**src/rtl/ebz_pkg.sv**
```systemverilog
package ebz_pkg;
  localparam int WAIT_W = 3;
  localparam int HOLD_W = 2;
  localparam int DW     = 16;
  localparam int BW     = 8;
  localparam int CNT_W  = (WAIT_W > HOLD_W) ? WAIT_W : HOLD_W;

  typedef struct packed {
    logic              fast;
    logic              late_wr;
    logic              narrow;
    logic [WAIT_W-1:0] waits;
    logic [HOLD_W-1:0] holds;
  } zcfg_t;

  localparam int CFG_W = $bits(zcfg_t);

  typedef enum logic [2:0] {
    BS_IDLE = 3'd0,
    BS_T1   = 3'd1,
    BS_T2   = 3'd2,
    BS_HOLD = 3'd3,
    BS_FAST = 3'd4
  } bstate_e;

  function automatic logic needs_split(input logic narrow, input logic word);
    return narrow & word;
  endfunction

  function automatic logic [1:0] lane_strobe(input logic narrow, input logic word,
                                             input logic a0);
    if (narrow)    return 2'b01;
    else if (word) return 2'b11;
    else           return a0 ? 2'b10 : 2'b01;
  endfunction

  function automatic logic [DW-1:0] lane_wdata(input logic narrow, input logic word,
                                               input logic hi_byte,
                                               input logic [DW-1:0] wdata);
    if (narrow)    return {{(DW-BW){1'b0}}, hi_byte ? wdata[DW-1:BW] : wdata[BW-1:0]};
    else if (word) return wdata;
    else           return {wdata[BW-1:0], wdata[BW-1:0]};
  endfunction

  function automatic logic [BW-1:0] pick_rbyte(input logic narrow, input logic a0,
                                               input logic [DW-1:0] din);
    if (!narrow && a0) return din[DW-1:BW];
    else               return din[BW-1:0];
  endfunction

  function automatic logic [DW-1:0] read_word(input logic narrow, input logic word,
                                              input logic a0, input logic [DW-1:0] din);
    if (word && !narrow) return din;
    else                 return {{(DW-BW){1'b0}}, pick_rbyte(narrow, a0, din)};
  endfunction
endpackage

```
**src/rtl/ebz_cfg_sel.sv**
```systemverilog
module ebz_cfg_sel
  import ebz_pkg::*;
#(
  parameter int NZ = 4,
  parameter int ZW = 2
) (
  input  logic [NZ*CFG_W-1:0] cfg_flat,
  input  logic [ZW-1:0]       zone,
  output zcfg_t               cfg
);
  zcfg_t arr [NZ];

  for (genvar i = 0; i < NZ; i++) begin : g_unpack
    assign arr[i] = cfg_flat[i*CFG_W +: CFG_W];
  end

  assign cfg = arr[zone];
endmodule

```
**src/rtl/ebz_fsm.sv**
```systemverilog
module ebz_fsm
  import ebz_pkg::*;
#(
  parameter int ZW = 2
) (
  input  logic              clk,
  input  logic              rst_n,
  input  logic              req,
  input  logic              req_wr,
  input  logic              split,
  input  logic              fast_ok,
  input  logic [ZW-1:0]     zone,
  input  logic              late_wr,
  input  logic [WAIT_W-1:0] waits,
  input  logic [HOLD_W-1:0] holds,
  output bstate_e           st,
  output logic              sel_on,
  output logic              rd_on,
  output logic              wr_on,
  output logic              sample,
  output logic              done,
  output logic              hi_byte
);
  typedef enum logic [1:0] {S_IDLE, S_STROBE, S_HOLD} fsm_e;

  fsm_e             fs;
  logic [CNT_W-1:0] cnt;
  logic             hi_q;
  logic             prev_wr_q;
  logic             prev_fast_q;
  logic [ZW-1:0]    prev_zone_q;

  // named internal events
  logic launch, gap, fast_go, basic_go;
  logic strobe_last, hold_last, acc_end, byte_end;

  always_comb begin
    launch      = (fs == S_IDLE) && req;
    gap         = launch && !hi_q &&
                  ((fast_ok && prev_wr_q) ||
                   (req_wr && prev_fast_q && (prev_zone_q == zone) && !late_wr));
    fast_go     = launch && !gap && fast_ok && !hi_q;
    basic_go    = launch && !gap && !fast_go;
    strobe_last = (fs == S_STROBE) && (cnt == '0);
    hold_last   = (fs == S_HOLD) && (cnt == CNT_W'(1));
    acc_end     = (strobe_last && (holds == '0)) || hold_last;
    byte_end    = acc_end && split && !hi_q;
    done        = fast_go || (acc_end && !byte_end);
    sel_on      = fast_go || basic_go || (fs != S_IDLE);
    rd_on       = fast_go || ((fs == S_STROBE) && !req_wr);
    wr_on       = (fs == S_STROBE) && req_wr;
    sample      = fast_go || (strobe_last && !req_wr);
    hi_byte     = hi_q;
    case (fs)
      S_STROBE: st = BS_T2;
      S_HOLD:   st = BS_HOLD;
      default:  st = fast_go ? BS_FAST : (basic_go ? BS_T1 : BS_IDLE);
    endcase
  end

  always_ff @(posedge clk) begin
    if (!rst_n) begin
      fs          <= S_IDLE;
      cnt         <= '0;
      hi_q        <= 1'b0;
      prev_wr_q   <= 1'b0;
      prev_fast_q <= 1'b0;
      prev_zone_q <= '0;
    end else begin
      prev_wr_q   <= done && req_wr;
      prev_fast_q <= fast_go;
      prev_zone_q <= zone;
      if (byte_end)  hi_q <= 1'b1;
      else if (done) hi_q <= 1'b0;
      case (fs)
        S_IDLE: if (basic_go) begin
          fs  <= S_STROBE;
          cnt <= CNT_W'(waits);
        end
        S_STROBE: begin
          if (cnt != '0) begin
            cnt <= cnt - CNT_W'(1);
          end else if (holds == '0) begin
            fs <= S_IDLE;
          end else begin
            fs  <= S_HOLD;
            cnt <= CNT_W'(holds);
          end
        end
        S_HOLD: begin
          if (cnt == CNT_W'(1)) fs <= S_IDLE;
          else                  cnt <= cnt - CNT_W'(1);
        end
        default: fs <= S_IDLE;
      endcase
    end
  end

  // each extra second-phase clock consumes exactly one wait count
  a_r6_wait_count: assert property (@(posedge clk) disable iff (!rst_n)
    (fs == S_STROBE && $past(fs) == S_STROBE) |-> (cnt == $past(cnt) - CNT_W'(1)));

  // a completed write is never followed directly by a fast read
  a_r4_turnaround: assert property (@(posedge clk) disable iff (!rst_n)
    (done && req_wr) |=> (st != BS_FAST));

  // a fast read leaves no pending phase behind it
  a_r2_fast_single: assert property (@(posedge clk) disable iff (!rst_n)
    (st == BS_FAST) |=> (fs == S_IDLE));

  // the second byte of a split access starts with a first phase at once
  a_r8_split_second: assert property (@(posedge clk) disable iff (!rst_n)
    $rose(hi_q) |-> (st == BS_T1));
endmodule

```
**src/rtl/ebz_rdcap.sv**
```systemverilog
module ebz_rdcap
  import ebz_pkg::*;
(
  input  logic          clk,
  input  logic          rst_n,
  input  logic          sample,
  input  logic          split,
  input  logic          hi_byte,
  input  logic          narrow,
  input  logic          word,
  input  logic          a0,
  input  logic [DW-1:0] din,
  output logic [DW-1:0] rdata
);
  logic [DW-1:0] data_q;
  logic [DW-1:0] live;

  always_comb begin
    if (split) live = {din[BW-1:0], data_q[BW-1:0]};
    else       live = read_word(narrow, word, a0, din);
    rdata = sample ? live : data_q;
  end

  always_ff @(posedge clk) begin
    if (!rst_n) begin
      data_q <= '0;
    end else if (sample) begin
      if (split && !hi_byte) data_q[BW-1:0] <= din[BW-1:0];
      else                   data_q         <= live;
    end
  end

  // the first byte of a split read survives the second byte's sample
  a_r8_low_kept: assert property (@(posedge clk) disable iff (!rst_n)
    (sample && split && hi_byte) |=> (data_q[BW-1:0] == $past(data_q[BW-1:0])));
endmodule

```
**src/rtl/ebz_sequencer.sv**
```systemverilog
module ebz_sequencer
  import ebz_pkg::*;
#(
  parameter int NZ = 4,
  parameter int AW = 16,
  localparam int ZW = (NZ > 1) ? $clog2(NZ) : 1
) (
  input  logic                clk,
  input  logic                rst_n,
  input  logic [NZ*CFG_W-1:0] zone_cfg,
  input  logic                req,
  input  logic                req_wr,
  input  logic                req_word,
  input  logic [ZW-1:0]       req_zone,
  input  logic [AW-1:0]       req_addr,
  input  logic [DW-1:0]       req_wdata,
  output logic                done,
  output logic [DW-1:0]       rdata,
  output logic [AW-1:0]       bus_addr,
  output logic [NZ-1:0]       bus_sel,
  output logic                bus_rd,
  output logic [1:0]          bus_wr,
  output logic [DW-1:0]       bus_dout,
  input  logic [DW-1:0]       bus_din,
  output logic [2:0]          bus_state
);
  zcfg_t   cfg;
  bstate_e st;
  logic    split, fast_ok;
  logic    sel_on, rd_on, wr_on, sample, hi_byte;

  ebz_cfg_sel #(.NZ(NZ), .ZW(ZW)) u_cfg (
    .cfg_flat (zone_cfg),
    .zone     (req_zone),
    .cfg      (cfg)
  );

  assign split   = needs_split(cfg.narrow, req_word);
  assign fast_ok = cfg.fast && !req_wr && !split;

  ebz_fsm #(.ZW(ZW)) u_fsm (
    .clk     (clk),
    .rst_n   (rst_n),
    .req     (req),
    .req_wr  (req_wr),
    .split   (split),
    .fast_ok (fast_ok),
    .zone    (req_zone),
    .late_wr (cfg.late_wr),
    .waits   (cfg.waits),
    .holds   (cfg.holds),
    .st      (st),
    .sel_on  (sel_on),
    .rd_on   (rd_on),
    .wr_on   (wr_on),
    .sample  (sample),
    .done    (done),
    .hi_byte (hi_byte)
  );

  ebz_rdcap u_rdcap (
    .clk     (clk),
    .rst_n   (rst_n),
    .sample  (sample),
    .split   (split),
    .hi_byte (hi_byte),
    .narrow  (cfg.narrow),
    .word    (req_word),
    .a0      (req_addr[0]),
    .din     (bus_din),
    .rdata   (rdata)
  );

  assign bus_addr  = sel_on ? (req_addr + AW'(hi_byte)) : '0;
  assign bus_sel   = sel_on ? (NZ'(1) << req_zone) : '0;
  assign bus_rd    = rd_on;
  assign bus_wr    = wr_on ? lane_strobe(cfg.narrow, req_word, req_addr[0]) : 2'b00;
  assign bus_dout  = wr_on ? lane_wdata(cfg.narrow, req_word, hi_byte, req_wdata) : '0;
  assign bus_state = st;

  // one select at a time
  a_r10_sel_onehot: assert property (@(posedge clk) disable iff (!rst_n)
    $onehot0(bus_sel));

  // read and write strobes never overlap
  a_r10_strobe_excl: assert property (@(posedge clk) disable iff (!rst_n)
    !(bus_rd && (bus_wr != 2'b00)));

  // hold clocks keep the select but drop every strobe
  a_r6_hold_quiet: assert property (@(posedge clk) disable iff (!rst_n)
    (bus_state == BS_HOLD) |-> (!bus_rd && bus_wr == 2'b00 && bus_sel != '0));
endmodule

```
**config.mk**
```make
export PLATFORM = sky130hd
export DESIGN_NAME = ebz_sequencer
export DESIGN_NICKNAME = d
export VERILOG_FILES = /design/src/rtl/ebz_pkg.sv /design/src/rtl/ebz_cfg_sel.sv /design/src/rtl/ebz_fsm.sv /design/src/rtl/ebz_rdcap.sv /design/src/rtl/ebz_sequencer.sv
export SDC_FILE = /design/constraint.sdc
export NUM_CORES = 1
export LEC_CHECK = 0
export BUFFER_PORTS_ARGS = -buffer_cell sky130_fd_sc_hd__buf_2
export CORE_ASPECT_RATIO = 1.2
export CORE_UTILIZATION = 43
export CTS_CLUSTER_SIZE = 8
export DETAILED_ROUTE_END_ITERATION = 12
export PLACE_DENSITY = 0.77
export SLEW_MARGIN = 25
export SYNTH_ARGS = -nofsm -noshare
export SYNTH_HDL_FRONTEND = slang
export SYNTH_HIERARCHICAL = 1
export SYNTH_SLANG_ARGS = --single-unit
```
**constraint.sdc**
```tcl
create_clock -name clk -period 3.15 [get_ports clk]
set_clock_uncertainty 0.2 [all_clocks]
set_input_delay 0.1575 -clock clk [delete_from_list [all_inputs] [get_ports clk]]
set_output_delay 0.1575 -clock clk [all_outputs]
set_load 0.02 [all_outputs]
```
==> impl_results.md <==
- Final Setup Violations: 0
- Synth area leader: dfxtp_1
- M3 GR Usage: under 10%
- Ys flop type: dfxtp_1
- Top Family by Delay on Critical Path: simple AND/OR/NAND/NOR gates
- WS Path Type: in2out
- Gr busiest metal: met2
- Syn Area/Cell: around 8 µm²
- Worst VDD drop: about 330 µV
- WHS Path Cells: 3
- Final WL: 8890 µm
- First-pass GRT wire length: roughly 15000 µm
- Slowest CP cell: mux4_2
- DP Wirelength: roughly 7000 µm
- Worst Hold End: u_rdcap/data_q[0]$_SDFFE_PN0P_
- I/O pins: roughly 150
- Gate Count Post-Synth: about 380
- Worst slew pin tran: ~530 ps
- Critical Path Sink Type: output pin
- Clock Tree Buf Depth: 2
- Post-synth top area share: approximately 17%
- DR iter-0 viols: between 150 and 200
- CP cell instances: buf_2 -> mux4_2 -> and2_1 -> nor3b_1 -> nor3b_1 -> o311ai_2 -> o21ai_4 -> nor2b_4 -> nor2_1 -> a21oi_2 -> buf_2
- Detailed Routing Iterations Pass 1: 5
- Class of the worst hold path: in2reg
- Yosys warnings: 6
- Sink Count: 26
- # fillers: around 600
- Die Ht: between 90 and 100 µm
- Minimum clock period: between 2000 and 3000 ps
- Worst-Skew Late Latency: approximately 280 ps
- Number of synthesized flops with an enable pin: 0
- Fraction of registers with async set/reset: 0%
- Vias in the first global route: approximately 3200
- Width of the die: approximately 78 µm
- Grt total ovfl: 0
- Flop pwr share: a little under a fifth
- Final setup TNS: 0 ps
- Synth top area cells: dfxtp_1, mux2i_1, mux4_2
- Slowest cell delay on critical path: roughly 500 ps
- Layout cells sized above 1: approximately two fifths
- Switch share: about half
- Clock share of power: 11.9%
- Gpl congestion: between 0.8 and 0.9
- M1 GR Usage: a little under a third
- Initial antenna violation count: 0
- Pwr Total: about 2.4 mW
- RSZ-0062 raised after global routing: false
- Remaining DRCs: 0
- Core Rows: 32
- Full die area: approximately 7300 µm²
- Starting density of the core: 45.6%
- Post-DRT Antenna Nets: 0
- Rel. slew slack: between 60 and 70%
- GRT met2 Usage: between 40 and 50%
- Switching Power: ~1.2 mW
- Final hold vios: 0
- Fin Hold WS: 13.1 ps
- Crit Path Max Fanout: 8
- Post-DR vias/cell: approximately 5.7
- Achievable Freq: roughly 350 MHz
- Status: finished, final reports clean
- Synthesized net count: approximately 480
- Final Util: 59.5%
- Reg2Reg Setup Slack: 790 ps
- Hold path start: bus_din[0]
- Synthesis-stage register bit count: 26
- PwrDens: 616 nW/µm²
- CTS Root Cell: clkbuf_8
- Reg clk slew, reported paths: ~100 ps
- Max-slew violations: 0
- Leak pwr: about 1.7 nW
- CTS tree: yes
- Fin crit share: 91.1%
- Antenna Cells: 0
- Final net count: 614
- H-tree depth: 1
- P&R area growth vs syn: 30.5%
- WP buf/inv: 2
- Final worst slack: 280 ps
- Cts bufs inserted: 3
- Comb pwr share: 69.0%
- RR Startpoint: u_fsm/cnt[0]$_SDFFE_PN0P_
- Port Buffers: about 150
- Internal power: ~1.2 mW
- Drt wl/cell: 14.8 µm
- Synthesized cell area: about 3000 µm²
- Largest net degree at the start of global routing: 50
- Number of distinct library cells after synthesis: a little under 60
- Arrival time of the worst setup path: ~2500 ps
- Core ar.: 6570 µm²
- Total GRT Usage: 24.6%
- Max cap viols: 0
- R2R Path End: u_rdcap/data_q[15]$_SDFFE_PN0P_
- Sequential fraction of the synthesis area: between 10% and 20%
- Worst slack, placed: -2.97 ps
- Startpoint Class: primary input
- Crit path required time: ~2800 ps
- Vias: about 3400
- Worst R2R Path Depth: 9
worst register-to-register path, cell delays in order (launching register included):
cell	delay (ps)
dfxtp_1	350
inv_1	60
ha_1	160
ha_1	290
nand2_1	130
o21ai_4	180
buf_12	260
clkinv_1	130
a21oi_2	300
a211oi_1	140
logic make-up after synthesis:
kind of cell | after synthesis | synth area share, %
buffers and inverters | 42 | 7.90
AND/OR/NAND/NOR | 154 | 29.0
multiplexers | 27 | 12.4
flip-flops | 26 | 17.4
AO/OA/AOI/OAI | 112 | 26.7
XOR/XNOR | 6 | 2.01
adder cells (fa/ha/maj) | 11 | 4.60
routing by layer:
metal	routed length, µm	part of all wire [%]
met5	0	0
met4	141	1.6
met3	556	6.3
met2	4400	49
met1	3800	43
Yosys cell counts, drive strengths merged (2+ instances only):
cell and instances:
or3 5, a21boi 9, xor2 4, mux2i 19, mux4 8, clkbuf 16, o22ai 7, ha 11
o2111ai 8, o21ai 9, dfxtp 26, inv 16, nand2 42, a2bb2oi 7, o221ai 2, o31ai 2
nand2b 11, nor2 37, a31oi 8, and4bb 8, xnor2 2, nand4 4, nor2b 5, and2 14
nor3b 3, o311ai 3, buf 9, nor4 6, a211oi 16, and3 2, nand3 13, a21oi 34
worst max-delay path by stage:
stage | to | startpoint | cells past startpoint
after detailed placement | rdata[4] | req_zone[0] | 11
after global routing | bus_addr[11] | req_zone[0] | 11
after floorplan | rdata[11] | req_zone[0] | 12
after CTS | rdata[4] | req_zone[0] | 11
after global placement | rdata[0] | req_zone[0] | 11
final | rdata[4] | req_zone[0] | 11
final cells by class:
type                       count  area, µm²  area share [%]
timing repair buffer         158        841            21.5
clock inverter                 1       30.0           0.769
inverter                      17       63.8            1.63
multi-input combinational    310       2300            59.0
tap                           85        106            2.72
sequential                    26        520            13.3
clock buffer                   3       41.3            1.06
registers in the layout, indices dropped and copies added (netlist names):
| signal | flops |
|---|---|
| u_fsm/cnt | 3 |
| u_fsm/fs | 2 |
| u_fsm/hi_byte | 1 |
| u_fsm/prev_fast_q | 1 |
| u_fsm/prev_wr_q | 1 |
| u_fsm/prev_zone_q | 2 |
| u_rdcap/data_q | 16 |
layout by cell type, fill, tap and decap left out, drive strengths merged, types with 9 or more instances in the layout:
cell type  Yosys  routed
o21ai          9       9
and2          14      14
a21boi         9       9
buf            9     156
nor2          37      37
ha            11      11
a21oi         34      34
a211oi        16      16
nand2b        11      11
mux2i         19      19
dfxtp         26      26
inv           16      16
nand2         42      42
nand3         13      13
power by group through the flow:
stage	Combinational, mW	Sequential [mW]	Clock, mW
finish	1.66	0.459	0.287
global placement	1.62	0.463	0
global route	1.82	0.469	0.307
detailed placement	1.65	0.465	0
CTS	1.66	0.458	0.294
floorplan	1.19	0.452	0
repair_timing:
item | in CTS | in global routing
gates resized for setup | 1 | 1
setup endpoints to repair | 1 | 1
setup buffers | 0 | 0
hold buffers | 2 | 0
endpoints found under the hold margin | 2 | 0
per-stage QoR:
step,instance area (µm²),cells
3_5_place_dp,3810,594
3_3_place_gp,3810,594
5_1_grt,3910,600
4_1_cts,3900,600
2_1_floorplan,3050,378
6_report,3910,600
Note: power is estimated with default switching activity, not from simulation.
